## config.mk

```make
export PLATFORM = sky130hd
export DESIGN_NAME = pc_fetch_seq
export DESIGN_NICKNAME = d
export VERILOG_FILES = /design/src/rtl/pcf_pkg.sv /design/src/rtl/pcf_phase_gen.sv /design/src/rtl/pcf_pc_next.sv /design/src/rtl/pcf_exec_stage.sv /design/src/rtl/pc_fetch_seq.sv
export SDC_FILE = /design/constraint.sdc
export NUM_CORES = 1
export LEC_CHECK = 0
export BUFFER_PORTS_ARGS = -buffer_cell sky130_fd_sc_hd__buf_2
export CORE_UTILIZATION = 47
export DETAILED_ROUTE_END_ITERATION = 10
export PLACE_DENSITY = 0.8
export SYNTH_ARGS = -nofsm -noshare
export SYNTH_HDL_FRONTEND = slang
export SYNTH_SLANG_ARGS = --single-unit
```

## constraint.sdc

```tcl
create_clock -name clk -period 2.6 [get_ports clk]
set_clock_uncertainty 0.2 [all_clocks]
set_input_delay 0.39 -clock clk [delete_from_list [all_inputs] [get_ports clk]]
set_output_delay 0.39 -clock clk [all_outputs]
set_load 0.005 [all_outputs]
```

## src/rtl/pcf_pkg.sv

```systemverilog
package pcf_pkg;
  // Which source supplied the next program counter value at a boundary.
  typedef enum logic [2:0] {
    NS_INC  = 3'd0,
    NS_SKIP = 3'd1,
    NS_PCL  = 3'd2,
    NS_XFER = 3'd3,
    NS_IRQ  = 3'd4
  } nsel_e;
endpackage

```

## src/rtl/pcf_phase_gen.sv

```systemverilog
module pcf_phase_gen #(
  parameter int PHASES = 4
) (
  input  logic              clk,
  input  logic              rst_n,
  output logic [PHASES-1:0] phase,
  output logic              last
);
  localparam logic [PHASES-1:0] PH_INIT = PHASES'(1);

  logic [PHASES-1:0] ph_q, ph_d;

  always_comb begin
    ph_d = {ph_q[PHASES-2:0], ph_q[PHASES-1]};
  end

  always_ff @(posedge clk or negedge rst_n) begin
    if (!rst_n) ph_q <= PH_INIT;
    else        ph_q <= ph_d;
  end

  assign phase = ph_q;
  assign last  = ph_q[PHASES-1];

  // exactly one phase active
  a_r1_phase_onehot: assert property (@(posedge clk) disable iff (!rst_n)
    $countones(ph_q) == 1);
  // last phase is followed by the first
  a_r1_phase_wrap: assert property (@(posedge clk) disable iff (!rst_n)
    ph_q[PHASES-1] |=> ph_q[0]);
endmodule

```

## src/rtl/pcf_pc_next.sv

```systemverilog
module pcf_pc_next
  import pcf_pkg::*;
#(
  parameter int              PC_W    = 11,
  parameter int              PG_W    = 8,
  parameter logic [PC_W-1:0] VEC_EXT = 11'h004,
  parameter logic [PC_W-1:0] VEC_INT = 11'h008
) (
  input  logic [PC_W-1:0] pc,
  input  logic [PC_W-1:0] ex_pc,
  input  logic            ex_live,
  input  logic            ctl_jump,
  input  logic            ctl_call,
  input  logic            ctl_ret,
  input  logic [PC_W-1:0] ctl_target,
  input  logic            ctl_skip,
  input  logic            pcl_wr,
  input  logic [PG_W-1:0] pcl_data,
  input  logic            irq_ext,
  input  logic            irq_int,
  output logic [PC_W-1:0] pc_nxt,
  output logic            flush,
  output nsel_e           sel,
  output logic            push_req,
  output logic [PC_W-1:0] push_addr,
  output logic [1:0]      ack
);
  localparam logic [PC_W-1:0] ONE = PC_W'(1);

  logic            xfer, pclw, skp, irq;
  logic [PC_W-1:0] pc_inc, ex_inc, pcl_tgt, resume;

  always_comb begin
    xfer    = ex_live & (ctl_jump | ctl_call | ctl_ret);
    pclw    = ex_live & pcl_wr;
    skp     = ex_live & ctl_skip;
    irq     = (irq_ext | irq_int) & ~xfer;
    pc_inc  = pc + ONE;
    ex_inc  = ex_pc + ONE;
    pcl_tgt = {pc[PC_W-1:PG_W], pcl_data};
    resume  = pclw ? pcl_tgt : (skp ? pc_inc : pc);

    sel       = NS_INC;
    pc_nxt    = pc_inc;
    flush     = 1'b0;
    push_req  = 1'b0;
    push_addr = ex_inc;
    ack       = 2'b00;

    if (irq) begin
      sel       = NS_IRQ;
      pc_nxt    = irq_ext ? VEC_EXT : VEC_INT;
      flush     = 1'b1;
      push_req  = 1'b1;
      push_addr = resume;
      ack       = irq_ext ? 2'b01 : 2'b10;
    end else if (xfer) begin
      sel      = NS_XFER;
      pc_nxt   = ctl_target;
      flush    = 1'b1;
      push_req = ctl_call;
    end else if (pclw) begin
      sel    = NS_PCL;
      pc_nxt = pcl_tgt;
      flush  = 1'b1;
    end else if (skp) begin
      sel   = NS_SKIP;
      flush = 1'b1;
    end
  end
endmodule

```

## src/rtl/pcf_exec_stage.sv

```systemverilog
module pcf_exec_stage #(
  parameter int PC_W   = 11,
  parameter int INSN_W = 14
) (
  input  logic              clk,
  input  logic              rst_n,
  input  logic              load,
  input  logic              flush,
  input  logic [INSN_W-1:0] fetch_word,
  input  logic [PC_W-1:0]   fetch_pc,
  output logic [INSN_W-1:0] ex_insn,
  output logic [PC_W-1:0]   ex_pc,
  output logic              ex_nop
);
  logic [INSN_W-1:0] insn_q, insn_d;
  logic [PC_W-1:0]   epc_q, epc_d;
  logic              vld_q, vld_d;

  always_comb begin
    insn_d = insn_q;
    epc_d  = epc_q;
    vld_d  = vld_q;
    if (load) begin
      insn_d = fetch_word;
      epc_d  = fetch_pc;
      vld_d  = ~flush;
    end
  end

  always_ff @(posedge clk or negedge rst_n) begin
    if (!rst_n) begin
      insn_q <= '0;
      epc_q  <= '0;
      vld_q  <= 1'b0;
    end else begin
      insn_q <= insn_d;
      epc_q  <= epc_d;
      vld_q  <= vld_d;
    end
  end

  assign ex_insn = insn_q;
  assign ex_pc   = epc_q;
  assign ex_nop  = ~vld_q;

  // a flushed boundary yields a dummy cycle
  a_r5_flush_dummy: assert property (@(posedge clk) disable iff (!rst_n)
    (load && flush) |=> ex_nop);
  // an unflushed boundary yields a live instruction
  a_r3_load_live: assert property (@(posedge clk) disable iff (!rst_n)
    (load && !flush) |=> !ex_nop);
  // execute stage holds between boundaries
  a_r2_ex_hold: assert property (@(posedge clk) disable iff (!rst_n)
    !load |=> ($stable(epc_q) && $stable(vld_q)));
endmodule

```

## src/rtl/pc_fetch_seq.sv

```systemverilog
module pc_fetch_seq
  import pcf_pkg::*;
#(
  parameter int              PC_W     = 11,
  parameter int              INSN_W   = 14,
  parameter int              DA_W     = 7,
  parameter int              PHASES   = 4,
  parameter logic [DA_W-1:0] PCL_ADDR = 7'h06,
  parameter logic [PC_W-1:0] VEC_EXT  = 11'h004,
  parameter logic [PC_W-1:0] VEC_INT  = 11'h008
) (
  input  logic              clk,
  input  logic              rst_n,
  output logic [PHASES-1:0] phase,
  output logic [PC_W-1:0]   imem_addr,
  input  logic [INSN_W-1:0] imem_rdata,
  output logic [INSN_W-1:0] ex_insn,
  output logic [PC_W-1:0]   ex_pc,
  output logic              ex_nop,
  input  logic              ctl_jump,
  input  logic              ctl_call,
  input  logic              ctl_ret,
  input  logic [PC_W-1:0]   ctl_target,
  input  logic              ctl_skip,
  input  logic              dwr_en,
  input  logic [DA_W-1:0]   dwr_addr,
  input  logic [7:0]        dwr_data,
  input  logic [DA_W-1:0]   drd_addr,
  output logic              drd_hit,
  output logic [7:0]        drd_pcl,
  input  logic              irq_ext,
  input  logic              irq_int,
  output logic [1:0]        irq_ack,
  output logic              push_en,
  output logic [PC_W-1:0]   push_addr
);
  localparam int PG_W = 8;

  // reset: asserted asynchronously, released on the clock
  logic [1:0] rs_q;
  logic       rst_i_n;

  always_ff @(posedge clk or negedge rst_n) begin
    if (!rst_n) rs_q <= 2'b00;
    else        rs_q <= {rs_q[0], 1'b1};
  end
  assign rst_i_n = rs_q[1];

  logic cyc_end;

  pcf_phase_gen #(.PHASES(PHASES)) u_phase (
    .clk   (clk),
    .rst_n (rst_i_n),
    .phase (phase),
    .last  (cyc_end)
  );

  logic [PC_W-1:0] pc_q, pc_d, pc_nxt, push_a;
  logic            flush, push_req, pcl_wr;
  logic [1:0]      ack;
  nsel_e           sel;

  assign pcl_wr = dwr_en & (dwr_addr == PCL_ADDR);

  pcf_pc_next #(
    .PC_W    (PC_W),
    .PG_W    (PG_W),
    .VEC_EXT (VEC_EXT),
    .VEC_INT (VEC_INT)
  ) u_next (
    .pc         (pc_q),
    .ex_pc      (ex_pc),
    .ex_live    (~ex_nop),
    .ctl_jump   (ctl_jump),
    .ctl_call   (ctl_call),
    .ctl_ret    (ctl_ret),
    .ctl_target (ctl_target),
    .ctl_skip   (ctl_skip),
    .pcl_wr     (pcl_wr),
    .pcl_data   (dwr_data),
    .irq_ext    (irq_ext),
    .irq_int    (irq_int),
    .pc_nxt     (pc_nxt),
    .flush      (flush),
    .sel        (sel),
    .push_req   (push_req),
    .push_addr  (push_a),
    .ack        (ack)
  );

  always_comb begin
    pc_d = pc_q;
    if (cyc_end) pc_d = pc_nxt;
  end

  always_ff @(posedge clk or negedge rst_i_n) begin
    if (!rst_i_n) pc_q <= '0;
    else          pc_q <= pc_d;
  end

  pcf_exec_stage #(.PC_W(PC_W), .INSN_W(INSN_W)) u_exec (
    .clk        (clk),
    .rst_n      (rst_i_n),
    .load       (cyc_end),
    .flush      (flush),
    .fetch_word (imem_rdata),
    .fetch_pc   (pc_q),
    .ex_insn    (ex_insn),
    .ex_pc      (ex_pc),
    .ex_nop     (ex_nop)
  );

  assign imem_addr = pc_q;
  assign push_en   = cyc_end & push_req;
  assign push_addr = push_a;
  assign irq_ack   = cyc_end ? ack : 2'b00;
  assign drd_hit   = (drd_addr == PCL_ADDR);
  assign drd_pcl   = drd_hit ? pc_q[PG_W-1:0] : 8'h00;

  // counter holds between boundaries
  a_r2_pc_hold: assert property (@(posedge clk) disable iff (!rst_i_n)
    !cyc_end |=> $stable(pc_q));
  // a page write keeps the upper counter bits
  a_r8_pcl_page: assert property (@(posedge clk) disable iff (!rst_i_n)
    (cyc_end && sel == NS_PCL) |=> (pc_q[PC_W-1:PG_W] == $past(pc_q[PC_W-1:PG_W])));
  // an acknowledged interrupt always pushes, with a one-hot ack
  a_r11_ack_push: assert property (@(posedge clk) disable iff (!rst_i_n)
    (irq_ack != 2'b00) |-> (push_en && $countones(irq_ack) == 1));
  // a live transfer blocks interrupt acceptance
  a_r12_defer: assert property (@(posedge clk) disable iff (!rst_i_n)
    (cyc_end && !ex_nop && (ctl_jump || ctl_call || ctl_ret)) |-> (irq_ack == 2'b00));
  // in a dummy cycle only an interrupt may push
  a_r10_dummy_quiet: assert property (@(posedge clk) disable iff (!rst_i_n)
    (ex_nop && push_en) |-> (irq_ack != 2'b00));
  // nothing is pushed or acknowledged outside T4
  a_r4_t4_only: assert property (@(posedge clk) disable iff (!rst_i_n)
    !cyc_end |-> (!push_en && irq_ack == 2'b00));
endmodule

```

# After elaboration in Yosys (flattened, before gate mapping)
# Cells that the tools add are included.
# word_totals
inputBits	56
regBits	43
output_inout_bits	64
elab_cells	42
# op_classes
muxes	17
n_bitwise	12
eq_ne	3
n_addsub	2
n_reduce_logical	1
# ops
operator	n
$mux 11	6
$add 11x1->11 const B	2
$eq 7x3->1 const B	2
$mux 8	1
$and 1x1->1	6
$mux 1	6
$mux 2	3
$mux 4	1
$ne 3x2->1 const B	1
$not 1->1	3
$or 1x1->1	3
$reduce_and 2->1	1

# Logic depth before layout (Yosys ltp)
# Gate-level depths: netlist (run 1).
# logic_depth
depth_word	7
mapped_depth	7
mapped_depth_nobuf	6

# Hierarchy
# From an unflattened synthesis (run 1), not the netlist that was laid out.
# hier_totals
hier_cells	276
area_unflattened_um2	2916.5
# modules_own_cells
mod	instances	area_per_inst_um2	cells_each
pcf_pc_next	1	1111.1	170
pcf_exec_stage	1	1068.5	56
pc_fetch_seq	1	628.1	45
pcf_phase_gen	1	108.9	5

# Worst setup path before layout (run 1)
# No wires, ideal clock.
# synth_timing
path_kind	in2out
start	input port dwr_addr[0]
end	output port push_addr[3]
n_path_buf	2
arrival_ns	1.697
stages	6
path_slack_ns	0.313
path_cell_list	or3b_1 -> or3_1 -> buf_2 -> buf_6 -> mux2i_1 -> a21oi_1
# synth_via
elab_chain_cells	5
# synth_rtl
element	line	text
start: declaration	pc_fetch_seq.sv:26	input logic [DA_W-1:0] dwr_addr,
$eq 7x3->1	pc_fetch_seq.sv:63	assign pcl_wr = dwr_en & (dwr_addr == PCL_ADDR);
$and 1x1->1	pc_fetch_seq.sv:63	
$and 1x1->1	pcf_pc_next.sv:35	pclw = ex_live & pcl_wr;
$mux 11	pcf_pc_next.sv:41	resume = pclw ? pcl_tgt : (skp ? pc_inc : pc);
$mux 11	pcf_pc_next.sv:50	if (irq) begin
end: declaration	pc_fetch_seq.sv:35	output logic [PC_W-1:0] push_addr
# Every way passes these cells.

# Final worst setup path (run 1)
# layout_timing
start	register pc_q[5] (netlist: imem_addr[5])
end	output port push_addr[10]
# layout_via
elab_chain_cells	4
# layout_rtl
element	line	text
start: declaration	pc_fetch_seq.sv:58	logic [PC_W-1:0] pc_q, pc_d, pc_nxt, push_a;
start signal: assignment	pc_fetch_seq.sv:98	else pc_q <= pc_d;
$add 11x1->11	pcf_pc_next.sv:38	pc_inc = pc + ONE;
$mux 11 (2 in a row)	pcf_pc_next.sv:41	
$mux 11	pcf_pc_next.sv:50	
# Every way passes these cells.

==> results of run 1 <==
==> report_power, final <==
| part | leakage [nW] | internal [W] | total (W) | switching, W |
|---|---|---|---|---|
| sequential | 0.557 | 0.000670 | 0.000682 | 0.0000123 |
| combinational | 1.16 | 0.0000515 | 0.000101 | 0.0000496 |
| clock | 0.0412 | 0.000188 | 0.000420 | 0.000232 |
| total | 1.76 | 0.000909 | 0.00120 | 0.000294 |
==> through the flow <==
stage | utilization [%] | power, W | cell area, sq um | instances
3_3_place_gp | 64.0 | 0.000791 | 3350 | 459
3_5_place_dp | 64.0 | 0.000793 | 3350 | 459
5_1_grt | 67.2 | 0.00125 | 3520 | 471
6_report | 67.2 | 0.00120 | 3520 | 471
4_1_cts | 65.9 | 0.00121 | 3450 | 468
2_1_floorplan | - | 0.000727 | 2630 | 272
==> what timing repair did <==
action | CTS | global route
pin swaps | 0 | 2
resized for setup | 1 | 10
buffers inserted | 0 | 3
hold buffers | 1 | 0
hold endpoints to repair | 2 | 0
setup endpoints to repair | 2 | 8
==> cell usage after synthesis (all sizes together) (9+ instances only) <==
cell type,count,share of area (%)
dfrtp,42,40
a21oi,9,1.7
nor3,9,1.9
xnor2,16,5.3
o21ai,15,2.9
and2,10,2.4
nand3,10,2.1
nand2,26,3.8
nor2,22,3.2
mux2,25,11
buf,9,2.0
==> path summary, 6_finish.rpt <==
kind / from / endpoint / slack, ns / cells past startpoint
min in group asynchronous: rst_n / rs_q[1] / 0.20 / 2
max reg2reg: imem_addr[0] / imem_addr[7] / 0.52 / 7
min: imem_rdata[3] / u_exec.ex_insn[3] / 0.12 / 2
max in group asynchronous: rs_q[1] / imem_addr[0] / 1.38 / 0
min reg2reg: rs_q[0] / rs_q[1] / 0.16 / 0
max: imem_addr[5] / push_addr[10] / 0.07 / 6
==> per-layer routing <==
| layer | vias to the layer above | wire [um] |
|---|---|---|
| met5 | - | 0 |
| met4 | 0 | 105 |
| met3 | 10 | 657 |
| met2 | 125 | 3630 |
| met1 | 1275 | 2970 |
| li1 | 1232 | - |
==> cells in the final DEF (no fill, tap or decap), types with 2 or more instances in the layout <==
master,instances
buf_4,15
nand2_1,25
a21oi_1,9
xnor2_1,16
clkbuf_8,5
inv_1,4
nor3_2,2
o21ai_1,8
nor2_1,21
dfrtp_1,35
dfrtp_2,7
o21ai_0,7
and2_1,10
o22ai_1,4
xor2_1,7
buf_12,2
nor4_2,3
mux2_2,25
nor3b_1,2
or3_1,2
mux2i_1,5
and3_1,2
a22o_1,3
o31ai_1,6
nand3_1,9
a31oi_1,4
buf_2,119
nand4_1,5
nor3_1,7
==> worst max-delay path, cell delays in order, from the launching register on <==
cell     delay (ns)
dfrtp_1        0.37
nand2_2        0.13
or3_1          0.46
nor4_2         0.29
xnor2_1        0.16
mux2i_1        0.09
buf_2          0.13
==> flip-flops by register name, summed over array words and instances, names as in the netlist <==
register        cells
rs_q                2
u_exec.vld_q        1
u_exec.ex_insn     14
u_exec.ex_pc       11
u_phase.phase       4
imem_addr          11
==> layout make-up <==
class	count	share of cell area, %
tap	70	2.49
multi-input combinational	209	42.2
timing repair buffer	137	21.6
clock inverter	2	0.356
inverter	4	0.427
sequential	43	30.9
clock buffer	6	2.06
==> cell families (layout without fill, tap and decap cells) <==
group	Yosys count	in the layout	synth area share, %
simple gates	99	99	20.2
compound gates	54	54	13.9
flops	43	43	41.0
mux	30	30	12.6
xor+xnor	23	23	7.66
buf+inv	20	149	3.57
fa+ha+maj	2	2	0.952
other cells	1	1	0.143
==> impl_metrics.ini, run 1 <==
[global_route]
grt_max_degree = 42
grt_use_met2_pct = 44.3
busiest_layer = met2
grtUsageMet1_pct = 31.7
gr-total-overflow = 0
use_met3_pct = 6.55
grt_usage_pct = 25.7
grt_pass1_wl_um = 12100
grt_pass1_vias = 2614
grt_antenna_before_repair = 0

[clocking]
cts.htree.levels = 2
path_clk_slew_ns = 0.08
clock_sinks = 43
tritoncts = yes
cts_made_buffers = 5
cts_buffer_depth = 2
root_buffer = clkbuf_8
clock_latency_ns = 0.29

[placement]
place_ws_ns = 0.0997
port_buffers = 119
hpwl_um = 5350
gp_congestion = 0.921

[logic_synthesis]
synthCells = 272
synthesis.nets = 330
synth_top_flop_cell = dfrtp_1
ys_seq_elements = 43
async_reset_ff_share_pct = 100
synth.distinct_cells = 55
ys_seq_area_share_pct = 41.0
syn_area_sq_um = 2630
ys.warnings.count = 0
avgSynthCellArea_sq_um = 9.66
synth_edf_count = 0

[floorplan]
fp.dieH_um = 76.8
die-area_sq_um = 5900
rows = 26
die_x_um = 76.8
io_pins = 120
core_area_sq_um = 5240
start_util_pct = 50.2

[sta]
hold-worst-slack_ns = 0.119
max_slew_margin_pct = 40.1
fin_setup_tns_ns = 0
setup_viol = 0
post-route-period-util_pct = 97.2
slew_viol_final = 0
setup_ws_ns = 0.0721
min_period_ns = 2.53
max_freq_mhz = 396
tightestPinTransition_ns = 0.898
hold_viol = 0

[pwr]
power_density_nw_per_um2 = 342
leakage_nw = 1.76
peakVddDrop_v = 0.000245

[detailed_routing]
drcViolationCount = 0
wl_per_cell_um = 15.6
firstDrtPassIters = 4
via_count = 2642
wl_um = 7360
antenna_left = 0
drtIter0Drc = 242
via_per_inst = 5.61

[finish]
nNetsFinal = 458
syn2layout_area_growth_pct = 33.8
fillerInstances = 451
regArea_sq_um = 1090
multi_input_area_sq_um = 1490
antennaDiodeCount = 0
drive_gt1_share_pct = 47.4

[worst_setup_path]
crit_fanout = 7
path_class = flip-flop to output port
cp.arrival_ns = 1.94
worstPathRequired_ns = 2.01
cp-start-kind = flip-flop
critPathCaptureType = output port

[run_status]
status = completed

[min_path]
hold_path_class = primary input to flip-flop

[flow_run]
maxCapViolations = 0
Note: power is estimated with default switching activity, not from simulation.
==> run 2: changes to the inputs <==
--- a/config.mk
+++ b/config.mk
@@ -6,9 +6,12 @@
 export NUM_CORES = 1
 export LEC_CHECK = 0
 export BUFFER_PORTS_ARGS = -buffer_cell sky130_fd_sc_hd__buf_2
-export CORE_UTILIZATION = 47
+export CORE_UTILIZATION = 49
 export DETAILED_ROUTE_END_ITERATION = 10
-export PLACE_DENSITY = 0.8
+export PLACE_DENSITY = 0.81
+export REMOVE_ABC_BUFFERS = 1
+export SKIP_LAST_GASP = 1
 export SYNTH_ARGS = -nofsm -noshare
 export SYNTH_HDL_FRONTEND = slang
+export SYNTH_HIERARCHICAL = 1
 export SYNTH_SLANG_ARGS = --single-unit
==> impl_metrics.ini, run 2 <==
[run_status]
status = completed

[detailed_routing]
wl_met1_um = 3390
top_layer = met4
via_per_inst = 5.81
antenna_left = 0
wl_per_cell_um = 17.2
firstDrtPassIters = 6
wl_met3_um = 548
wl_um = 8240
wl_met2_um = 4160
drcViolationCount = 0
drtIter0Drc = 197
via_count = 2782

[sta]
min_period_ns = 2.56
setup_viol = 0
slew_viol_final = 0
setup_ws_ns = 0.0399
rsz0062_at_grt = true
post-route-period-util_pct = 98.5
hold-worst-slack_ns = 0.0378
max_slew_margin_pct = 64.9
max_freq_mhz = 391
hold_viol = 0
tightestPinTransition_ns = 0.522

[placement]
port_buffers = 119
place_ws_ns = 0.0181
hpwl_um = 6020
gp_congestion = 0.915

[clocking]
cts_buffer_depth = 2
cts_made_buffers = 5
path_clk_slew_ns = 0.10
root_buffer = clkbuf_8
tritoncts = yes
cts.htree.levels = 2
clock_latency_ns = 0.31
clock_sinks = 43

[worst_setup_path]
crit_fanout = 13
cp.arrival_ns = 1.97
cp_slowest_cell = a211o_1
crit_family = simple AND/OR/NAND/NOR gates
cp-start-kind = primary input
reg2reg_slack_ns = 0.27
timing.rr.start = u_exec/vld_q
crit_path_cell_trace = buf_2 > nor4bb_1 > and4b_2 > buf_12 > nand2b_4 > o22ai_1 > a211o_1 > o21ai_0 > buf_2
r2r_end = imem_addr[9]
path_class = primary input to output port
worstPathRequired_ns = 2.01
path_buf_inv = 3
critPathCaptureType = output port
max_stage_delay_ns = 0.31
crit_top_cell = buf_2
rr_worst_depth = 9

[finish]
final_util_pct = 67.6
nNetsFinal = 464
mostFrequentLayoutCell = buf_2
layout_common_cells = buf_2 (119), dfrtp_1 (39), buf_4 (20)
syn2layout_area_growth_pct = 30.9
antennaDiodeCount = 0
largest_register_ffs = 14
drive_gt1_share_pct = 50.6

[flow_run]
maxCapViolations = 0

[floorplan]
io_pins = 120
start_util_pct = 51.7
die_x_um = 78.9
core_area_sq_um = 5610
die-area_sq_um = 6230
fp.dieH_um = 78.9
rows = 27

[global_route]
grt_max_degree = 23
gr-total-overflow = 0
grt_pass1_vias = 2569
grt_pass1_wl_um = 12500
grt_antenna_before_repair = 0
grt_usage_pct = 26.1

[min_path]
hold_path_class = flip-flop to async pin

[logic_synthesis]
synthCells = 273
avgSynthCellArea_sq_um = 10.6
ys.warnings.count = 6
syn_area_sq_um = 2900

[pwr]
power_density_nw_per_um2 = 333
leakage_nw = 1.96
p_total_w = 0.00126
peakVddDrop_v = 0.000221
==> run 2: layer usage <==
metal,vias to the layer above,track usage (%)
met5,-,0
met2,146,43.6
met4,0,9.45
met3,20,4.14
li1,1280,-
met1,1336,34.2
==> run 2: per-stage QoR <==
step | std cells | instance area (sq um) | setup TNS, ns
after global routing | 479 | 3790 | -0.169
after floorplan | 257 | 2770 | 0
after detailed placement | 466 | 3610 | 0
after CTS | 475 | 3710 | 0
final | 479 | 3790 | 0
after global placement | 466 | 3610 | 0
==> run 2: cell type report <==
type / instances / area [sq um]
clock buffers: 5 / 68.8
clock inverters: 3 / 23.8
fillers: 472 / 1810
inverters: 5 / 18.8
multi-input cells: 209 / 1720
flip-flops and latches: 43 / 1080
well taps: 72 / 90.1
repair buffers: 142 / 791
==> run 2: how the worst max path moves through the flow <==
stage | start | end | slack [ns] | cells after the start
4_1_cts | u_exec/vld_q | push_addr[10] | 0.03 | 8
2_1_floorplan | dwr_addr[0] | imem_addr[2] | 0.12 | 7
6_report | dwr_addr[3] | push_addr[2] | 0.04 | 9
3_3_place_gp | dwr_addr[0] | push_addr[2] | 0.07 | 9
5_1_grt | dwr_addr[3] | push_addr[2] | -0.06 | 9
3_5_place_dp | dwr_addr[2] | imem_addr[9] | 0.02 | 10
==> run 2: timing repair <==
action                                  4_1_cts  5_1_grt
endpoints found under the setup margin        1       10
pin swaps                                     0        3
endpoints found under the hold margin         2        0
hold buffers                                  1        0
buffers inserted                              0        4
gates resized for setup                       1       12
==> run 2: power breakdown <==
group | internal, W | total [W] | switching [W]
Clock | 0.000192 | 0.000458 | 0.000265
Combinational | 0.0000626 | 0.000130 | 0.0000675
Sequential | 0.000670 | 0.000677 | 0.00000694
